==> config.mk <==
export PLATFORM = sky130hd
export DESIGN_NAME = tick_cmp_timer
export DESIGN_NICKNAME = d
export VERILOG_FILES = /design/src/rtl/tick_cmp_pkg.sv /design/src/rtl/tmr_prescaler.sv /design/src/rtl/tmr_core.sv /design/src/rtl/tmr_regs.sv /design/src/rtl/tick_cmp_timer.sv
export SDC_FILE = /design/constraint.sdc
export NUM_CORES = 1
export LEC_CHECK = 0
export BUFFER_PORTS_ARGS = -buffer_cell sky130_fd_sc_hd__buf_4
export CORE_MARGIN = 4
export CORE_UTILIZATION = 48
export CTS_BUF_LIST = sky130_fd_sc_hd__clkbuf_4 sky130_fd_sc_hd__clkbuf_8 sky130_fd_sc_hd__clkbuf_16
export DETAILED_ROUTE_END_ITERATION = 12
export PLACE_DENSITY_LB_ADDON = 0.1
export SLEW_MARGIN = 5
export SYNTH_ARGS = -nofsm -noshare
export SYNTH_HDL_FRONTEND = slang
export SYNTH_SLANG_ARGS = --single-unit
==> constraint.sdc <==
create_clock -name clk -period 2.65 [get_ports clk]
set_input_delay 0.1325 -clock clk [delete_from_list [all_inputs] [get_ports clk]]
set_output_delay 0.1325 -clock clk [all_outputs]
set_load 0.02 [all_outputs]
==> src/rtl/tick_cmp_pkg.sv <==
package tick_cmp_pkg;
    localparam int REG_AW    = 2;
    localparam logic [REG_AW-1:0] A_CTRL = 2'd0;
    localparam logic [REG_AW-1:0] A_CMP  = 2'd1;
    localparam logic [REG_AW-1:0] A_VIEW = 2'd2;
    localparam logic [REG_AW-1:0] A_STAT = 2'd3;

    localparam int B_RUN     = 8;
    localparam int B_ONESHOT = 9;
    localparam int B_IE      = 10;
    localparam int B_LIVE    = 11;
    localparam int B_CLR     = 12;

    typedef enum logic [1:0] {
        ST_IDLE  = 2'd0,
        ST_COUNT = 2'd1,
        ST_HOLD  = 2'd2
    } tmr_state_e;
endpackage

==> src/rtl/tmr_prescaler.sv <==
module tmr_prescaler #(
    parameter int PSC_W = 7
) (
    input  logic             clk,
    input  logic             rst_n,
    input  logic             clr,
    input  logic             active,
    input  logic [PSC_W-1:0] psc_val,
    output logic             tick
);
    logic [PSC_W-1:0] psc_cnt;

    assign tick = active && (psc_cnt >= psc_val);

    always_ff @(posedge clk or negedge rst_n) begin
        if (!rst_n)               psc_cnt <= '0;
        else if (clr || !active)  psc_cnt <= '0;
        else if (tick)            psc_cnt <= '0;
        else                      psc_cnt <= psc_cnt + PSC_W'(1);
    end

    // with a nonzero prescale value, ticks never come on adjacent clocks
    p_tick_spacing_r3: assert property (@(posedge clk) disable iff (!rst_n)
        (tick && psc_val != '0 && !clr && $stable(psc_val)) |=> !tick);
endmodule

==> src/rtl/tmr_core.sv <==
module tmr_core
    import tick_cmp_pkg::*;
#(
    parameter int CNT_W = 24
) (
    input  logic             clk,
    input  logic             rst_n,
    input  logic             clr,
    input  logic             run,
    input  logic             oneshot,
    input  logic             tick,
    input  logic [CNT_W-1:0] cmp,
    output logic [CNT_W-1:0] cnt,
    output logic             hit,
    output logic             done,
    output logic             counting
);
    tmr_state_e       state, state_n;
    logic [CNT_W-1:0] cnt_n;
    logic [CNT_W-1:0] cnt_inc;

    assign cnt_inc  = cnt + CNT_W'(1);
    assign counting = (state != ST_IDLE);

    always_ff @(posedge clk or negedge rst_n) begin
        if (!rst_n) begin
            state <= ST_IDLE;
            cnt   <= '0;
        end else begin
            state <= state_n;
            cnt   <= cnt_n;
        end
    end

    always_comb begin
        state_n = state;
        cnt_n   = cnt;
        hit     = 1'b0;
        done    = 1'b0;
        unique case (state)
            ST_IDLE: begin
                if (run) state_n = (cnt == cmp) ? ST_HOLD : ST_COUNT;
            end
            ST_COUNT: begin
                if (!run) begin
                    state_n = ST_IDLE;
                end else if (tick) begin
                    if (cnt_inc == cmp) begin
                        cnt_n = cmp;
                        hit   = 1'b1;
                        if (oneshot) begin
                            done    = 1'b1;
                            state_n = ST_IDLE;
                        end else begin
                            state_n = ST_HOLD;
                        end
                    end else begin
                        cnt_n = cnt_inc;
                    end
                end
            end
            ST_HOLD: begin
                if (!run) begin
                    state_n = ST_IDLE;
                end else if (tick) begin
                    cnt_n   = '0;
                    state_n = ST_COUNT;
                end
            end
            default: state_n = ST_IDLE;
        endcase
        if (clr) begin
            state_n = ST_IDLE;
            cnt_n   = '0;
            hit     = 1'b0;
            done    = 1'b0;
        end
    end

    // the tick after the hold state returns the counter to zero
    p_hold_wraps_r4: assert property (@(posedge clk) disable iff (!rst_n)
        (state == ST_HOLD && run && tick && !clr) |=> (cnt == '0));
    // a one-shot completion leaves the machine idle
    p_oneshot_idle_r5: assert property (@(posedge clk) disable iff (!rst_n)
        done |=> (state == ST_IDLE));
    // while idle and not started, the counter does not move
    p_idle_frozen_r11: assert property (@(posedge clk) disable iff (!rst_n)
        (state == ST_IDLE && !run && !clr) |=> $stable(cnt));
endmodule

==> src/rtl/tmr_regs.sv <==
module tmr_regs
    import tick_cmp_pkg::*;
#(
    parameter int DATA_W  = 32,
    parameter int CNT_W   = 24,
    parameter int PSC_W   = 7,
    parameter int CMP_MIN = 2
) (
    input  logic              clk,
    input  logic              rst_n,
    input  logic              wr_en,
    input  logic [REG_AW-1:0] addr,
    input  logic [DATA_W-1:0] wdata,
    input  logic              hit,
    input  logic              done,
    input  logic [CNT_W-1:0]  cnt,
    output logic [DATA_W-1:0] rdata,
    output logic [PSC_W-1:0]  psc_val,
    output logic              run,
    output logic              oneshot,
    output logic              irq_en,
    output logic              clr,
    output logic [CNT_W-1:0]  cmp,
    output logic              flag
);
    localparam logic [CNT_W-1:0] CMP_FLOOR = CNT_W'(CMP_MIN);

    logic             live;
    logic             clr_q;
    logic [CNT_W-1:0] view;
    logic [CNT_W-1:0] wcmp;
    logic             wr_ctrl, wr_cmp, wr_stat;
    logic             unused_wbits;

    assign unused_wbits = ^wdata;
    assign wr_ctrl = wr_en && (addr == A_CTRL);
    assign wr_cmp  = wr_en && (addr == A_CMP);
    assign wr_stat = wr_en && (addr == A_STAT);
    assign clr     = wr_ctrl && wdata[B_CLR];
    assign wcmp    = wdata[CNT_W-1:0];

    always_ff @(posedge clk or negedge rst_n) begin
        if (!rst_n) begin
            psc_val <= '0;
            run     <= 1'b0;
            oneshot <= 1'b0;
            irq_en  <= 1'b0;
            live    <= 1'b0;
            clr_q   <= 1'b0;
            cmp     <= '1;
            flag    <= 1'b0;
            view    <= '0;
        end else begin
            clr_q <= clr;
            if (wr_ctrl) begin
                psc_val <= wdata[PSC_W-1:0];
                oneshot <= wdata[B_ONESHOT];
                irq_en  <= wdata[B_IE];
                live    <= wdata[B_LIVE];
                run     <= wdata[B_RUN] && !wdata[B_CLR];
            end else if (done) begin
                run <= 1'b0;
            end
            if (wr_cmp) cmp <= (wcmp < CMP_FLOOR) ? CMP_FLOOR : wcmp;
            if (hit)                      flag <= 1'b1;
            else if (wr_stat && wdata[0]) flag <= 1'b0;
            if (live) view <= cnt;
        end
    end

    always_comb begin
        rdata = '0;
        unique case (addr)
            A_CTRL: begin
                rdata[PSC_W-1:0] = psc_val;
                rdata[B_RUN]     = run;
                rdata[B_ONESHOT] = oneshot;
                rdata[B_IE]      = irq_en;
                rdata[B_LIVE]    = live;
                rdata[B_CLR]     = clr_q;
            end
            A_CMP:   rdata[CNT_W-1:0] = cmp;
            A_VIEW:  rdata[CNT_W-1:0] = view;
            A_STAT:  rdata[0]         = flag;
            default: rdata = '0;
        endcase
    end

    // the flag only falls after a status write with bit 0 set
    p_flag_w1c_r6: assert property (@(posedge clk) disable iff (!rst_n)
        $fell(flag) |-> $past(wr_stat && wdata[0]));
    // the reset indication lasts one cycle unless written again
    p_clr_pulse_r8: assert property (@(posedge clk) disable iff (!rst_n)
        (clr_q && !clr) |=> !clr_q);
endmodule

==> src/rtl/tick_cmp_timer.sv <==
module tick_cmp_timer
    import tick_cmp_pkg::*;
#(
    parameter int DATA_W  = 32,
    parameter int CNT_W   = 24,
    parameter int PSC_W   = 7,
    parameter int CMP_MIN = 2
) (
    input  logic              clk,
    input  logic              rst_n,
    input  logic              wr_en,
    input  logic [1:0]        addr,
    input  logic [DATA_W-1:0] wdata,
    output logic [DATA_W-1:0] rdata,
    output logic              irq
);
    logic [PSC_W-1:0] psc_val;
    logic             run, oneshot, irq_en, clr, flag;
    logic             tick, hit, done, counting;
    logic [CNT_W-1:0] cmp, cnt;

    tmr_regs #(
        .DATA_W(DATA_W), .CNT_W(CNT_W), .PSC_W(PSC_W), .CMP_MIN(CMP_MIN)
    ) u_regs (
        .clk(clk), .rst_n(rst_n), .wr_en(wr_en), .addr(addr), .wdata(wdata),
        .hit(hit), .done(done), .cnt(cnt), .rdata(rdata), .psc_val(psc_val),
        .run(run), .oneshot(oneshot), .irq_en(irq_en), .clr(clr),
        .cmp(cmp), .flag(flag)
    );

    tmr_prescaler #(.PSC_W(PSC_W)) u_psc (
        .clk(clk), .rst_n(rst_n), .clr(clr), .active(counting && run),
        .psc_val(psc_val), .tick(tick)
    );

    tmr_core #(.CNT_W(CNT_W)) u_core (
        .clk(clk), .rst_n(rst_n), .clr(clr), .run(run), .oneshot(oneshot),
        .tick(tick), .cmp(cmp), .cnt(cnt), .hit(hit), .done(done),
        .counting(counting)
    );

    assign irq = flag && irq_en;

    // the flag rises only when the counter sits on the compare value
    p_flag_at_match_r4: assert property (@(posedge clk) disable iff (!rst_n)
        $rose(flag) |-> (cnt == cmp));
    // a counter-reset write leaves the counter at zero and run clear
    p_reset_clears_r8: assert property (@(posedge clk) disable iff (!rst_n)
        clr |=> (!run && cnt == '0));
    // a one-shot completion clears run
    p_oneshot_stops_r5: assert property (@(posedge clk) disable iff (!rst_n)
        (done && !(wr_en && addr == A_CTRL)) |=> !run);
endmodule

Yosys cells after proc, flatten, opt, wreduce, memory -nomap -nowiden
Index checks and enable logic that the tools add are counted.
{"block": "classes", "n_eq_ne": 15, "n_shift": 0, "muxes": 40, "n_div": 0, "n_addsub": 2, "order_cmp": 2, "n_bitwise": 0, "n_mul": 0, "n_reduce_logical": 20}
{"operator": "$mux W24", "count": 7}
{"operator": "$eq A24 B24 Y1", "count": 2}
{"operator": "$pmux W24 S2", "count": 1}
{"operator": "$add A24 B1 Y24 const B", "count": 1}
{"operator": "$lt A24 B2 Y1 const B", "count": 1}
{"operator": "$pmux W11 S2", "count": 1}
{"operator": "$mux W2", "count": 9}
{"operator": "$pmux W6 S3", "count": 1}
{"operator": "$mux W1", "count": 15}
{"operator": "$ne A3 B3 Y1 const B", "count": 5}
{"operator": "$pmux W5 S3", "count": 1}
{"operator": "$mux W7", "count": 2}
{"operator": "$logic_and A1 B1 Y1", "count": 9}
{"operator": "$ne A4 B4 Y1 const B", "count": 2}
{"operator": "$add A7 B1 Y7 const B", "count": 1}
{"operator": "$ge A7 B7 Y1", "count": 1}
{"operator": "$eq A2 B2 Y1 const B", "count": 3}
{"operator": "$pmux W2 S3", "count": 1}
{"operator": "$reduce_bool A2 Y1", "count": 3}
{"operator": "$reduce_and A5 Y1", "count": 1}
{"operator": "$eq A2 B1 Y1 const B", "count": 2}
{"operator": "$logic_not A2 Y1", "count": 2}
{"operator": "$ne A4 B3 Y1 const B", "count": 1}
{"operator": "$pmux W1 S4", "count": 1}
{"operator": "5 further kinds", "count": 6}
{"block": "word_totals", "latch_bits": 0, "rom_bits": 0, "input_bits": 37, "elab_cells": 91, "register_bits": 94, "mem_bits_rw": 0, "mem_count": 0}

Logic depth before layout (Yosys ltp)
{"block": "logic_depth", "ltp_word": 9, "mapped_depth": 12, "ltp_nobuf": 10}

By module
Synthesis repeated with hierarchy kept, for this count alone.
{"block": "hier_totals", "cells_unflattened": 655, "hier_area_um2": 6342.3}
{"mod": "tmr_regs", "area_per_inst_um2": 2977.9, "cells_per_inst": 218, "instances": 1}
{"mod": "tmr_core", "area_per_inst_um2": 2867.8, "cells_per_inst": 385, "instances": 1}
{"mod": "tmr_prescaler", "area_per_inst_um2": 484.2, "cells_per_inst": 50, "instances": 1}
{"mod": "tick_cmp_timer", "area_per_inst_um2": 12.5, "cells_per_inst": 2, "instances": 1}

Least setup slack after synthesis
OpenSTA, ideal clock, no wires.
{"block": "synth_timing", "kind": "register to register", "start": "register u_core.cnt[0]", "end": "register u_core.cnt[13]", "path_stages_with_launch": 12, "period_less_slack_ns": 2.877, "path_slack_ns": -0.227, "t_arrival_ns": 2.739, "setup_time_ns": 0.138, "path_buffers": 2, "cell_sequence": "dfrtp_1 > ha_1 > nand4_1 > or4_1 > or4_1 > and4b_1 > nand4_1 > or2_1 > buf_6 > buf_6 > mux2i_1 > o22ai_1"}
{"block": "synth_via", "elab_chain_cells": 7}
{"item": "from (decl)", "line_no": "tmr_core.sv:13", "source": "output logic [CNT_W-1:0] cnt,"}
{"item": "from (signal assigned)", "line_no": "tmr_core.sv:31", "source": "cnt <= cnt_n;"}
{"item": "$add A24 B1 Y24 (*)", "line_no": "tmr_core.sv:22", "source": "assign cnt_inc = cnt + CNT_W'(1);"}
{"item": "$eq A24 B24 Y1", "line_no": "tmr_core.sv:48", "source": "if (cnt_inc == cmp) begin"}
{"item": "$mux W24 (*)", "line_no": "tmr_core.sv:48"}
{"item": "$mux W24 (*)", "line_no": "tmr_core.sv:47", "source": "end else if (tick) begin"}
{"item": "$mux W24 (*)", "line_no": "tmr_core.sv:45", "source": "if (!run) begin"}
{"item": "$pmux W24 S2 (*)", "line_no": "tmr_core.sv:40", "source": "unique case (state)"}
{"item": "$mux W24 (*)", "line_no": "tmr_core.sv:72", "source": "if (clr) begin"}
Mark *: on every way between the ends. The rest lies on a longest branch, timed or not. The select of a mux whose other input is x is not followed.
A chain may end at the register's enable or synchronous reset.

Worst setup path after layout
{"block": "layout_timing", "start": "register u_core.cnt[7]", "end": "register u_core.state[1]"}
{"block": "layout_via", "elab_chain_cells": 5, "word_cells_on_any_way": 9, "classes_between": "add/sub: 1; eq/ne: 3; mux: 4; reduce/logical: 1"}
{"item": "branches (longest 5 deep; another with $add A24 B1 Y24)"}
{"item": "to (signal assigned)", "line_no": "tmr_core.sv:30", "source": "state <= state_n;"}
{"item": "to (decl)", "line_no": "tmr_core.sv:18", "source": "tmr_state_e state, state_n;"}
Several ways; the timed one is not identified. The select of a mux whose other input is x is not followed.

==> results.ini <==
[floorplanning]
start_util_pct=49.7
dieWidth_um=120
pin_count=70
dieArea_sq_um=14500
die_h_um=120
core_region_area_sq_um=12200
row_count=40

[layout]
syn_to_final_growth_pct=25.1
layout.nets=781
final_cell_area_sq_um=7570
layout-drive-gt1-share_pct=35.1
n_antenna_cell=0

[cts]
cts_tree=done
cts_root_buf=clkbuf_16
clk_latency_ps=350
clk_path_buf_depth=2
clkSlewWorstSetupHoldPaths_ps=70
cts_num_sinks=94
cts_made_buffers=9
htree_levels=3

[place]
io_buffers=53
dp_hpwl_mm=13.6
placed_area_sq_um=7050
place_congestion=0.982

[power]
powerDensity_nw_per_um2=654
p_leak_uw=0.00348
ir_drop_mv=0.464

[global_routing]
grt_pass1_vias=5285
grtUsageTotal_pct=25.4
grt_max_degree=76
grt_pass1_wl_mm=28.6
grt-ovfl-total=0
antenna_found_initial=0

[yosys]
yosysMostFrequentCell=dfrtp_1
synthMuxAreaShare_pct=14.6
synth_top_family_by_area=simple AND/OR/NAND/NOR gates
synth_seq_area_share_pct=39.4
synth-xor-area-share_pct=5.50
yosys_most_used_dff=dfrtp_1
synth_cell_types=56
async_flop_share_pct=100
syn-instance-count=623
ys_ff_latch=94
yosys_warnings=0
synth_compound_area_share_pct=12.7
synthAdderAreaFrac_pct=3.93
synthSimpleGateAreaFrac_pct=16.6
synthTopCellsByArea=dfrtp_1 29%, dfstp_2 10%, mux2_2 10%
yosysTopAreaCellShare_pct=29.0
synth_commonest_cells=70 x dfrtp_1, 56 x mux2_2, 52 x nor2_1, 40 x inv_1, 28 x xnor2_1
yosys.area.top_type=dfrtp_1
synthesis.area_sq_um=6050
avgSynthCellArea_sq_um=9.71
synth-edff-count=0

[timing]
finalSetupViolations=11
max_clock_freq_mhz=371
maxSlewHeadroom_pct=53.6
setup_ws_ps=-45.7
period_needed_ps=2700
period_share_pct=102
rsz0062_at_grt=true
fin_worst_skew_ps=7.24
maxSlewViolCount=0
whs_ps=23.0
worstMarginPinSlew_ps=689
hold_viol=0

[routing]
drt-wirelength-per-cell_um=20.2
drtIter0Drc=499
vias_per_cell=6.01
vias=5394
totalWireLength_mm=18.2
final_antenna_net_count=0
drc_errors=0
first_pass_iters=6

[worst_setup_path]
end_kind=register
crit_arrival_ps=2930
cp_max_fo=8
regToRegStartpoint=u_core.cnt[7]
critPathRequiredTime_ps=2880
reg2reg_slack_ps=-50
crit_type=register to register
reg2reg_depth=11
cp-startpoint=u_core.cnt[7]
worst_setup_path_start_kind=register
regToRegEndpoint=u_core.state[1]

[job]
maxCapViolations=0

[outcome]
violations=setup timing
status=finished with violations

[hold_path]
min_path_type=input port to register
min_from=wdata[15]
hold_path_depth=2
hold_path_end=u_regs.cmp[15]

-- flip-flops by register name, indices dropped and copies added (netlist names) --
register        cells
u_psc.psc_cnt       7
u_regs.irq_en       1
u_regs.run          1
u_core.cnt         24
u_core.state        2
u_regs.view        24
u_regs.flag         1
u_regs.psc_val      7
u_regs.clr_q        1
u_regs.cmp         24
u_regs.live         1
u_regs.oneshot      1
-- cells by family after synthesis --
kind of cell / after synthesis
compound gates: 109
flops: 94
fa+ha+maj: 19
xor+xnor: 38
other cells: 1
mux: 81
buf+inv: 91
simple gates: 190
-- metrics by stage --
step / instances / total power (uW) / util, % / setup slack [ps] / setup TNS [ps]
after floorplan: 630 / 2790 / - / -130 / -2660
after global placement: 876 / 3400 / 58.0 / -262 / -1220
after detailed placement: 876 / 3430 / 58.0 / -318 / -3290
after CTS: 895 / 4930 / 61.8 / -27.7 / -30.0
after global routing: 898 / 5190 / 62.2 / -167 / -2370
final: 898 / 4950 / 62.2 / -45.7 / -231
-- worst max-delay path, cell delays in order, from the launching register on --
cell	delay, ps
dfrtp_1	390
nand4_4	190
buf_4	200
nor4_2	320
buf_4	170
nand3_1	110
xnor2_1	230
o2111ai_2	170
buf_4	170
nor4_4	280
nor2_2	70
mux2_2	280
-- worst max-delay path by stage --
stage / to / cells after the start / slack [ps]
floorplan: u_core.cnt[5] / 12 / -130
global placement: u_core.state[1] / 10 / -260
detailed placement: u_core.state[0] / 11 / -320
CTS: u_core.state[1] / 10 / -30
global route: u_core.state[0] / 12 / -170
finish: u_core.state[1] / 11 / -50
-- per-layer routing --
layer	share of wire, %	wire (um)	track usage, %
met1	46	8350	37.2
met2	44	8030	37.3
met3	7.3	1320	4.63
met4	2.5	457	9.70
met5	0	0	0
-- final cells by class --
type | instances | area (sq um)
multi-input cells | 445 | 3400
inverters | 40 | 150
clock buffers | 10 | 239
flip-flops and latches | 94 | 2380
repair buffers | 135 | 1090
clock inverters | 6 | 92.6
fillers | 1047 | 4590
well taps | 168 | 210
-- cell usage in the layout (no fill, tap or decap), types with 7 or more instances in the layout --
master / Yosys / final
nand3_1: 23 / 21
nor2_1: 52 / 51
xnor2_1: 28 / 27
mux2i_1: 25 / 24
buf_4: 13 / 126
a21oi_1: 8 / 7
o22ai_1: 20 / 20
inv_1: 40 / 40
a222oi_1: 12 / 12
dfstp_2: 24 / 24
a31oi_1: 23 / 23
nor2b_1: 13 / 13
xor2_1: 10 / 9
o21ai_0: 9 / 8
nor4_1: 13 / 8
a22oi_1: 13 / 12
mux2_2: 56 / 56
nor3_1: 9 / 8
ha_1: 19 / 18
dfrtp_1: 70 / 70
nand2_1: 27 / 27
nand4_1: 11 / 11
conb_1: 1 / 8
clkbuf_16: 0 / 9
-- power breakdown --
group	switching, uW	internal [uW]
clock	608	862
sequential	196	1630
combinational	908	736
-- what timing repair did --
action                     in CTS  in global routing
hold buffers                    1                  0
hold endpoints to repair       19                  0
setup endpoints to repair      24                 24
cloned                          0                  0
gates resized for setup        20                  7
setup buffers                   2                  3
pin swaps                      10                  6
No activity file was read; power rests on OpenSTA's default activity.
